**config.mk**
```make
export PLATFORM = sky130hd
export DESIGN_NAME = cpu_supervisor
export DESIGN_NICKNAME = d
export VERILOG_FILES = /design/src/rtl/sup_pkg.sv /design/src/rtl/sup_sync.sv /design/src/rtl/sup_kick_det.sv /design/src/rtl/sup_wdog.sv /design/src/rtl/sup_stretch.sv /design/src/rtl/cpu_supervisor.sv
export SDC_FILE = /design/constraint.sdc
export NUM_CORES = 1
export LEC_CHECK = 0
export BUFFER_PORTS_ARGS = -buffer_cell sky130_fd_sc_hd__buf_2
export CAP_MARGIN = 5
export CORE_MARGIN = 10
export CORE_UTILIZATION = 57
export DETAILED_ROUTE_END_ITERATION = 8
export GPL_TIMING_DRIVEN = 0
export PLACE_DENSITY = 0.78
export SLEW_MARGIN = 40
export SYNTH_ARGS = -nofsm -noshare
export SYNTH_HDL_FRONTEND = slang
export SYNTH_SLANG_ARGS = --single-unit
```
**constraint.sdc**
```tcl
create_clock -name clk -period 2.2 [get_ports clk]
set_input_delay 0.66 -clock clk [delete_from_list [all_inputs] [get_ports clk]]
set_output_delay 0.66 -clock clk [all_outputs]
set_load 0.05 [all_outputs]
```
**src/rtl/sup_pkg.sv**
```systemverilog
// Package: types shared by the supervisor blocks.
package sup_pkg;
    typedef enum logic [1:0] {
        WD_SHORT = 2'b00,
        WD_MID   = 2'b01,
        WD_LONG  = 2'b10,
        WD_OFF   = 2'b11
    } wd_sel_t;

    typedef enum logic {
        KS_IDLE  = 1'b0,
        KS_ARMED = 1'b1
    } kick_st_t;
endpackage

```
**src/rtl/sup_sync.sv**
```systemverilog
// Two-flop synchronizer bank.
// Assumes the lines are idle-high bus lines, so every stage resets to 1.
module sup_sync #(
    parameter int W = 2
) (
    input  logic         clk,
    input  logic         rst_n,
    input  logic [W-1:0] d,
    output logic [W-1:0] q
);
    for (genvar i = 0; i < W; i++) begin : g_bit
        logic meta;
        // Two register stages per bit.
        always_ff @(posedge clk) begin
            if (!rst_n) begin
                meta <= 1'b1;
                q[i] <= 1'b1;
            end else begin
                meta <= d[i];
                q[i] <= meta;
            end
        end
    end
endmodule

```
**src/rtl/sup_kick_det.sv**
```systemverilog
// Detects the bus kick pattern. SDA and SCL must fall in the same cycle,
// which arms the detector. A later stop (SDA rises, SCL high) produces a
// one-cycle kick pulse. A start seen while armed disarms the detector.
// Assumes both inputs are already synchronized.
module sup_kick_det
    import sup_pkg::*;
(
    input  logic clk,
    input  logic rst_n,
    input  logic sda_s,
    input  logic scl_s,
    output logic kick
);
    logic     sda_d, scl_d;
    kick_st_t st, st_nx;
    logic     pair_fall, stop_c, start_c;

    // Hold the previous samples for edge detection.
    always_ff @(posedge clk) begin
        if (!rst_n) begin
            sda_d <= 1'b1;
            scl_d <= 1'b1;
        end else begin
            sda_d <= sda_s;
            scl_d <= scl_s;
        end
    end

    // Decode the bus events.
    always_comb begin
        pair_fall = sda_d && !sda_s && scl_d && !scl_s;
        stop_c    = !sda_d && sda_s && scl_d && scl_s;
        start_c   = sda_d && !sda_s && scl_d && scl_s;
    end

    // Next state of the arm/disarm machine.
    always_comb begin
        st_nx = st;
        case (st)
            KS_IDLE:  if (pair_fall) st_nx = KS_ARMED;
            KS_ARMED: if (stop_c || start_c) st_nx = KS_IDLE;
            default:  st_nx = KS_IDLE;
        endcase
    end

    // State register and registered kick pulse.
    always_ff @(posedge clk) begin
        if (!rst_n) begin
            st   <= KS_IDLE;
            kick <= 1'b0;
        end else begin
            st   <= st_nx;
            kick <= (st == KS_ARMED) && stop_c;
        end
    end
endmodule

```
**src/rtl/sup_wdog.sv**
```systemverilog
// Watchdog counter. It counts timebase ticks up to the selected limit.
// It is cleared by a kick, and held at zero while disabled or while reset
// is out. A kick on the expiring tick wins over the expiry.
module sup_wdog
    import sup_pkg::*;
#(
    parameter int T0 = 200,
    parameter int T1 = 600,
    parameter int T2 = 1400,
    parameter int WW = 11
) (
    input  logic          clk,
    input  logic          rst_n,
    input  logic          tick,
    input  wd_sel_t       sel,
    input  logic          hold,
    input  logic          kick,
    output logic          fire,
    output logic [WW-1:0] cnt
);
    localparam logic [WW-1:0] L0 = WW'(T0 - 1);
    localparam logic [WW-1:0] L1 = WW'(T1 - 1);
    localparam logic [WW-1:0] L2 = WW'(T2 - 1);

    logic [WW-1:0] lim_m1;
    logic          en;

    // Pick the limit for the current code.
    always_comb begin
        case (sel)
            WD_SHORT: lim_m1 = L0;
            WD_MID:   lim_m1 = L1;
            default:  lim_m1 = L2;
        endcase
        en   = (sel != WD_OFF);
        fire = en && tick && !hold && !kick && (cnt >= lim_m1);
    end

    // Tick counter with clear and hold.
    always_ff @(posedge clk) begin
        if (!rst_n)                  cnt <= '0;
        else if (hold || !en || kick) cnt <= '0;
        else if (tick)               cnt <= fire ? '0 : cnt + 1'b1;
    end
endmodule

```
**src/rtl/sup_stretch.sv**
```systemverilog
// Reset stretcher. Reset is asserted while a supply fault is present or when
// a watchdog trigger arrives. It is released after STRETCH ticks with no fault.
// Assumes tick is a one-cycle pulse.
module sup_stretch #(
    parameter int STRETCH = 250
) (
    input  logic clk,
    input  logic rst_n,
    input  logic tick,
    input  logic fault,
    input  logic trig,
    output logic active
);
    localparam int SW = (STRETCH > 1) ? $clog2(STRETCH) : 1;
    localparam logic [SW-1:0] LAST = SW'(STRETCH - 1);

    logic [SW-1:0] cnt;

    // Assert on fault or trigger, count ticks down to release.
    always_ff @(posedge clk) begin
        if (!rst_n) begin
            active <= 1'b1;
            cnt    <= '0;
        end else if (fault || trig) begin
            active <= 1'b1;
            cnt    <= '0;
        end else if (active && tick) begin
            if (cnt == LAST) begin
                active <= 1'b0;
                cnt    <= '0;
            end else begin
                cnt <= cnt + 1'b1;
            end
        end
    end
endmodule

```
**src/rtl/cpu_supervisor.sv**
```systemverilog
// Top of the supervisor. Joins the bus synchronizer, the kick detector,
// the watchdog and the reset stretcher, and holds the interval setting.
// Assumes vlow is already synchronous to clk.
module cpu_supervisor
    import sup_pkg::*;
#(
    parameter int         STRETCH_TICKS = 250,
    parameter int         WD_T0         = 200,
    parameter int         WD_T1         = 600,
    parameter int         WD_T2         = 1400,
    parameter logic [1:0] INIT_CODE     = 2'b00
) (
    input  logic       clk,
    input  logic       rst_n,
    input  logic       tick_1ms,
    input  logic       vlow,
    input  logic       pwr_good,
    input  logic       sda,
    input  logic       scl,
    input  logic       wp,
    input  logic       cfg_we,
    input  logic [1:0] cfg_wdata,
    output logic       rst_out_n,
    output logic       rst_out,
    output logic [1:0] cfg_q
);
    localparam int WW = $clog2(WD_T2 + 1);

    logic [1:0]    bus_s;
    logic          kick_q, wd_fire, fault, active;
    logic [WW-1:0] wd_cnt;
    wd_sel_t       sel_q;

    sup_sync #(.W(2)) u_sync (
        .clk(clk), .rst_n(rst_n), .d({sda, scl}), .q(bus_s)
    );

    sup_kick_det u_kick (
        .clk(clk), .rst_n(rst_n), .sda_s(bus_s[1]), .scl_s(bus_s[0]),
        .kick(kick_q)
    );

    // Interval setting: only rst_n clears it, and wp blocks writes.
    always_ff @(posedge clk) begin
        if (!rst_n)             sel_q <= wd_sel_t'(INIT_CODE);
        else if (cfg_we && !wp) sel_q <= wd_sel_t'(cfg_wdata);
    end

    // Supply fault is either comparator flag.
    always_comb fault = vlow || !pwr_good;

    sup_wdog #(.T0(WD_T0), .T1(WD_T1), .T2(WD_T2), .WW(WW)) u_wdog (
        .clk(clk), .rst_n(rst_n), .tick(tick_1ms), .sel(sel_q),
        .hold(active), .kick(kick_q), .fire(wd_fire), .cnt(wd_cnt)
    );

    sup_stretch #(.STRETCH(STRETCH_TICKS)) u_str (
        .clk(clk), .rst_n(rst_n), .tick(tick_1ms), .fault(fault),
        .trig(wd_fire), .active(active)
    );

    // Both reset polarities come from one condition.
    always_comb begin
        rst_out   = active;
        rst_out_n = !active;
        cfg_q     = sel_q;
    end
endmodule

```
* Word-level counts from Yosys, hierarchy flattened *
Cells that the tools add are included.

storage, ports and cells
  input bits = 11
  bits in registers = 30
  latch bits = 0
  bits in writable memories = 0
  logic and storage cells = 57
  ROM bits = 0
  memories kept = 0

operators by class
  multiplexer cells = 6
  add/subtract/negate cells = 2
  equal/unequal tests = 3
  multipliers = 0
  reduce and logical (&&, ||, !) cells = 31
  shift operators = 0
  divide/modulo/power cells = 0
  bitwise gates (word level) = 2
  order comparisons = 1

operator list
  kind                                                                    count
  11-bit case mux with 2 select lines                                     1
  1-bit logical AND                                                       14
  11-bit by 1-bit adder with 11-bit output (second input constant)        1
  11-bit >= comparator                                                    1
  11-bit 2-to-1 mux                                                       1
  8-bit by 1-bit adder with 8-bit output (second input constant)          1
  8-bit equality test (second input constant)                             1
  1-bit zero test                                                         8
  8-bit 2-to-1 mux                                                        1
  1-bit logical OR                                                        5
  2-bit OR reduction                                                      2
  2-bit by 1-bit equality test with 1-bit output (second input constant)  1
  2-bit zero test                                                         1
  1-bit 2-to-1 mux                                                        2
  2-bit inequality test (second input constant)                           1
  1-bit inverter                                                          2
  1-bit case mux with 2 select lines                                      1
  2-bit AND reduction                                                     1

* Depth between registers and ports, before layout *
Gate-level depths: netlist of run 1.

  word-level depth = 7
  gate-level depth with buffers = 8
  mapped depth without buffers = 8

* Cells and area by module *
A second synthesis of run 1 with hierarchy kept.

second synthesis, totals
  cells, all modules = 162
  area total of the unflattened synthesis = 1,488.9 um2

modules (own cells, without submodules)
  module          cells an instance  area each (um2)  instances
  sup_wdog        77                 678.2            1
  sup_stretch     54                 467.9            1
  sup_kick_det    12                 138.9            1
  sup_sync        8                  105.1            1
  cpu_supervisor  11                 98.8             1

* Worst setup path after synthesis of run 1 *
No wires, ideal clock.

  kind = flip-flop to flip-flop
  from = reg sel_q[1], in the netlist cfg_q[1]
  to = reg u_str.cnt[1]
  slack = 0.157 ns
  arrival = 1.964 ns
  stages on the path, launching flop included = 8
  clock period less this slack = 2.043 ns
  cell sequence = dfxtp_1 inv_1 ha_1 a21oi_1 o21a_1 or2_1 o211ai_2 a211oi_2

on the way
  cells in the longest elaborated chain, start to end = 7

ends and longest elaborated chain
  what                                                                          line                  text
  start, declared                                                               cpu_supervisor.sv:32  wd_sel_t sel_q;
  start signal, assigned                                                        cpu_supervisor.sv:45  if (!rst_n) sel_q <= wd_sel_t'(INIT_CODE);
  start signal, assigned                                                        cpu_supervisor.sv:46  else if (cfg_we && !wp) sel_q <= wd_sel_t'(cfg_wdata);
  parallel branches: the longest is 4 deep, another holds 11-bit >= comparator  -
  1-bit logical AND (*)                                                         sup_wdog.sv:36        fire = en && tick && !hold && !kick && (cnt >= lim_m1);
  1-bit logical OR (*)                                                          sup_stretch.sv:24     end else if (fault || trig) begin
  2-bit OR reduction (no line) (*)                                              -
  end signal, assigned                                                          sup_stretch.sv:32     cnt <= cnt + 1'b1;
  end, declared                                                                 sup_stretch.sv:17     logic [SW-1:0] cnt;

Mark *: on every way between the ends.
A chain may end at the register's enable or synchronous reset.

* Worst setup path after layout of run 1 *
  from = reg sel_q[1], in the netlist cfg_q[1]
  to = reg u_str.cnt[4]

Same word-level chain as after synthesis.

==> results of run 1 <==
## logic make-up after synthesis
group	after synthesis	synth area share, %
AO/OA/AOI/OAI	20	9.57
flip-flops	30	42.1
XOR/XNOR	15	9.22
buffers and inverters	10	2.81
multiplexers	1	0.702
adder cells (fa/ha/maj)	9	7.90
AND/OR/NAND/NOR	76	27.7
## cells in the final DEF (no fill, tap or decap), types with 2 or more instances in the layout
cell       n
nor3_1     8
nand2b_1   7
nand3_1    5
nand3b_1   2
dfxtp_1   30
a21oi_1    8
nand4b_1   3
and2_1     2
nand4_1    7
nand2_1   14
nor2b_1    4
nor2_1    18
buf_2     15
xor2_1    10
o21ai_0    2
and3_1     2
inv_1      6
xnor2_1    5
clkbuf_1   2
ha_1       9
clkbuf_4   5
## worst max-delay path, stage by stage (launching register included)
cell      delay, ns
dfxtp_1        0.38
inv_1          0.12
ha_1           0.31
nand4b_1       0.09
o22ai_1        0.22
o21ai_2        0.13
o211ai_2       0.40
nor2_1         0.11
## report_power, final
part	internal, W	total [W]	leakage (nW)	switching [W]
Sequential	0.000550	0.000556	0.243	0.00000567
Combinational	0.0000238	0.0000555	0.348	0.0000317
Clock	0.000264	0.000455	0.0443	0.000190
Total	0.000838	0.00107	0.635	0.000228
## layout make-up
| class | instances | area [um^2] | share of cell area (%) |
|---|---|---|---|
| multi-input cells | 121 | 785 | 48.6 |
| flip-flops and latches | 30 | 601 | 37.2 |
| repair buffers | 14 | 70.1 | 4.34 |
| clock buffers | 6 | 51.3 | 3.18 |
| well taps | 30 | 37.5 | 2.33 |
| clock inverters | 1 | 30.0 | 1.86 |
| inverters | 6 | 22.5 | 1.40 |
| plain buffers | 4 | 17.5 | 1.09 |
## flip-flops by register name (all words and copies together) (netlist names)
signal and count:
u_wdog.cnt 11, u_str.cnt 8, cfg_q 2, u_sync.g_bit.meta 2, u_sync.q 2, u_kick.kick 1
u_kick.scl_d 1, u_kick.sda_d 1, u_kick.st 1, u_str.active 1
## final timing paths
| check | slack [ns] | startpoint | end |
|---|---|---|---|
| max | 0.31 | cfg_q[1]$_SDFFE_PN0P_ | u_str.cnt[4]$_SDFFE_PP0P_ |
| min | 0.42 | u_sync.g_bit[1].meta$_SDFF_PN1_ | u_sync.q[1]$_SDFF_PN1_ |
| max reg2reg | 0.31 | cfg_q[1]$_SDFFE_PN0P_ | u_str.cnt[4]$_SDFFE_PP0P_ |
| min reg2reg | 0.42 | u_sync.g_bit[1].meta$_SDFF_PN1_ | u_sync.q[1]$_SDFF_PN1_ |
## metal layers
metal  GRT usage [%]  up-vias  part of all wire [%]
met4            5.04        0                   1.8
met1            12.0      549                    42
met5               0        -                     0
li1                -      595                     -
met3            4.10        8                   3.1
met2            21.2       16                    53
## stage by stage
stage	util, %	cells	hold WS [ns]	cell area, um^2	total power (W)
after floorplan	-	161	0.386	1430	0.000605
after global placement	63.0	205	0.389	1530	0.000621
after detailed placement	63.0	205	0.397	1530	0.000624
after CTS	66.4	212	0.418	1610	0.00107
after global routing	66.4	212	0.433	1610	0.00110
final	66.4	212	0.419	1610	0.00107
==> impl_metrics.toml, run 1 <==
[floorplanning]
die-area_um2 = 4900
rows = 18
die_w_um = 70
coreArea_um2 = 2430
io_pins = 15
initial_core_util_pct = 58.6
die_h_um = 70

[route]
route.detailed.drc = 0
drtPass1Iterations = 4
ant_nets = 0
wl_mm = 2.83
via_per_inst = 5.51
vias = 1168
drt_iter0_markers = 91
post_drt_wl_per_cell_um = 13.4

[synth]
syn_inst = 161
synthesis.nets = 181
synth_area_leaders = "dfxtp_1, ha_1, xor2_1"
synth_commonest_cells = "dfxtp_1, nor2_1, nand2_1, xor2_1, ha_1"
syn_area_um2 = 1430
synth_seq_cells = 30
synth-edff-count = 0
ys_seq_area_share_pct = 42.1
synthFlopType = "dfxtp_1"
yosysMostFrequentCell = "dfxtp_1"
synth.distinct_cells = 36
netlist.area_leader.share_pct = 42.1
synthArstFlopShare_pct = 0
syn_avg_cell_area_um2 = 8.85
synth_top_area_cell = "dfxtp_1"
yosys_warnings = 0

[clocking]
clock_path_buffers = 2
cts_resized = 0
numCtsBuffers = 5
insertion_delay_ns = 0.33
cts_tree = "built"
cts.clk_slew.worst_paths_ns = 0.09
cts-root-buf = "clkbuf_4"
hold_buffers = 0
htree_levels = 2
clock-sinks = 30
cts_setup_buffers = 0

[power]
ir_drop_mv = 0.528
power.density_nw_per_um2 = 660
leakagePower_nw = 0.635

[critical_path]
cp-start-kind = "flip-flop"
critPathKind = "reg2reg"
end_kind = "flip-flop"
cp.arrival_ns = 2.10
r2r_cells = 7
crit_required_ns = 2.41
cp_max_fo = 8

[run]
cap_viol_max_count = 0

[global_routing]
grt_max_degree = 11
track_usage_pct = 11.8
antenna_found_initial = 0
grt_pass1_wl_mm = 4.96
grt-ovfl-total = 0
grt_pass1_vias = 1191

[placed_design]
dpl_worst_slack_ns = 0.318
port_buffers = 14
gp_congestion = 0.807
hpwl_mm = 2.12

[timing]
rsz0062_at_grt = "no"
slew_headroom_pct = 70.0
finalClockSkew_ns = 0.0108
setup_ws_ns = 0.313
fin_setup_tns_ns = 0
setup_viol = 0
report.final.hold_viol_count = 0
fin_crit_sh_pct = 85.8
post-route-min-period_ns = 1.89
slew_viol_final = 0
worstMarginPinSlew_ns = 0.450
fmax_mhz = 530

[layout]
syn2layout_area_growth_pct = 13.3
antenna_cells = 0
fill_cells = 203
layout-drive-gt1-share_pct = 14.8
fin_nets = 202

[hold_path]
hold-path-cell-count = 1
hold_class = "reg2reg"

[status]
outcome = "completed"
(Power assumes the default switching activity.)
==> inputs of run 2 (changes only) <==
--- a/config.mk
+++ b/config.mk
@@ -7,7 +7,8 @@
 export LEC_CHECK = 0
 export BUFFER_PORTS_ARGS = -buffer_cell sky130_fd_sc_hd__buf_2
 export CAP_MARGIN = 5
-export CORE_MARGIN = 10
+export CORE_ASPECT_RATIO = 1.4
+export CORE_MARGIN = 2
 export CORE_UTILIZATION = 57
 export DETAILED_ROUTE_END_ITERATION = 8
 export GPL_TIMING_DRIVEN = 0
==> impl_metrics.toml, run 2 (synthesized netlist as in run 1, its figures left out) <==
[status]
outcome = "completed"

[critical_path]
cp_max_fo = 9
r2r_cells = 7
endpoint = "u_wdog.cnt[9]$_SDFFE_PP0P_"
cp-start-kind = "flip-flop"
critPathKind = "reg2reg"
reg2reg_slack_ns = 0.31
startpoint = "cfg_q[1]$_SDFFE_PN0P_"
end_kind = "flip-flop"
r2r_start = "cfg_q[1]$_SDFFE_PN0P_"
r2r-end = "u_wdog.cnt[9]$_SDFFE_PP0P_"
crit_required_ns = 2.38
cp.arrival_ns = 2.08

[timing]
post-route-min-period_ns = 1.89
finalClockSkew_ns = 0.00841
setup_viol = 0
fin_crit_sh_pct = 86.1
slew_viol_final = 0
slew_headroom_pct = 68.0
fmax_mhz = 528
report.final.hold_viol_count = 0
timing.hold.ws_ns = 0.425
fin_setup_tns_ns = 0
worstMarginPinSlew_ns = 0.480
rsz0062_at_grt = "no"

[placed_design]
hpwl_mm = 1.98
gp_congestion = 0.755
port_buffers = 14

[global_routing]
grt-ovfl-total = 0
antenna_found_initial = 0
grt_pass1_vias = 1167
grt_max_degree = 11
track_usage_pct = 21.2
grt_pass1_wl_mm = 4.66

[route]
wl_mm = 2.58
drt_iter0_markers = 14
drtPass1Iterations = 4
via_per_inst = 5.34
vias = 1159
ant_nets = 0
post_drt_wl_per_cell_um = 11.9
route.detailed.drc = 0

[run]
cap_viol_max_count = 0

[layout]
final_cell_mix = "dfxtp_1, nor2_1, buf_2, nand2_1, xor2_1"
syn2layout_area_growth_pct = 12.1
antenna_cells = 0
layout-drive-gt1-share_pct = 14.8
fin_nets = 202
top_register = "u_wdog.cnt"
reg_top3 = "u_wdog.cnt (11), u_str.cnt (8)"
largest_reg_flops = 11
final_common_cell = "dfxtp_1"

[clocking]
clock_path_buffers = 2
cts_setup_buffers = 0
hold_buffers = 0
cts_tree = "built"
htree_levels = 2
cts.clk_slew.worst_paths_ns = 0.08
clock-sinks = 30
insertion_delay_ns = 0.31
cts-root-buf = "clkbuf_4"
numCtsBuffers = 5
cts_resized = 0

[floorplanning]
coreArea_um2 = 2390
die_w_um = 46.3
die-area_um2 = 2920
initial_core_util_pct = 59.6
rows = 21
die_h_um = 63.2
io_pins = 15

[hold_path]
hold_class = "reg2reg"

[power]
ir_drop_mv = 0.550
power.density_nw_per_um2 = 587
total_power_w = 0.000938
leakagePower_nw = 0.626
[run 2: metal layers]
metal / GRT usage, % / wire length [um] / vias to the layer above
met3: 5.44 / 68 / 4
met2: 37.8 / 1440 / 23
li1: - / - / 596
met4: 9.29 / 36 / 0
met1: 21.7 / 1040 / 536
met5: 0 / 0 / -
[run 2: cell type report]
cell class,count,area [um^2]
buffer,4,17.5
clock inverter,1,5.00
fill,197,793
tap,34,42.5
timing repair buffer,14,70.1
inverter,6,22.5
sequential,30,601
clock buffer,7,55.1
multi-input combinational,121,785
[run 2: stage by stage]
stage          setup WS (ns)  instances  util, %  area [um^2]
5_1_grt                0.143        217     66.8         1600
4_1_cts                0.284        217     66.8         1600
3_5_place_dp           0.312        209     64.3         1540
6_report               0.305        217     66.8         1600
2_1_floorplan          0.157        161        -         1430
3_3_place_gp           0.354        209     64.3         1540
[run 2: report_power, final]
part	switching, W	total, W	internal [W]
sequential	0.00000569	0.000556	0.000550
clock	0.000173	0.000327	0.000155
combinational	0.0000310	0.0000547	0.0000238
total	0.000209	0.000938	0.000728
[run 2: how the worst min path moves through the flow]
stage / from / end / slack, ns / depth (start not counted)
2_1_floorplan: u_sync.g_bit[0].meta$_SDFF_PN1_ / u_sync.q[0]$_SDFF_PN1_ / 0.39 / 1
3_3_place_gp: u_sync.g_bit[0].meta$_SDFF_PN1_ / u_sync.q[0]$_SDFF_PN1_ / 0.39 / 1
3_5_place_dp: u_sync.g_bit[0].meta$_SDFF_PN1_ / u_sync.q[0]$_SDFF_PN1_ / 0.41 / 1
4_1_cts: u_sync.g_bit[0].meta$_SDFF_PN1_ / u_sync.q[0]$_SDFF_PN1_ / 0.43 / 1
5_1_grt: u_sync.g_bit[1].meta$_SDFF_PN1_ / u_sync.q[1]$_SDFF_PN1_ / 0.47 / 1
6_report: u_sync.g_bit[0].meta$_SDFF_PN1_ / u_sync.q[0]$_SDFF_PN1_ / 0.43 / 1
[run 2: critical path: stages (launching register included)]
cell and delay, ns:
dfxtp_1 0.39, inv_1 0.12, ha_1 0.31, nand4b_1 0.10, o22ai_1 0.22, o21ai_2 0.14, a21oi_2 0.39, nor3_1 0.10
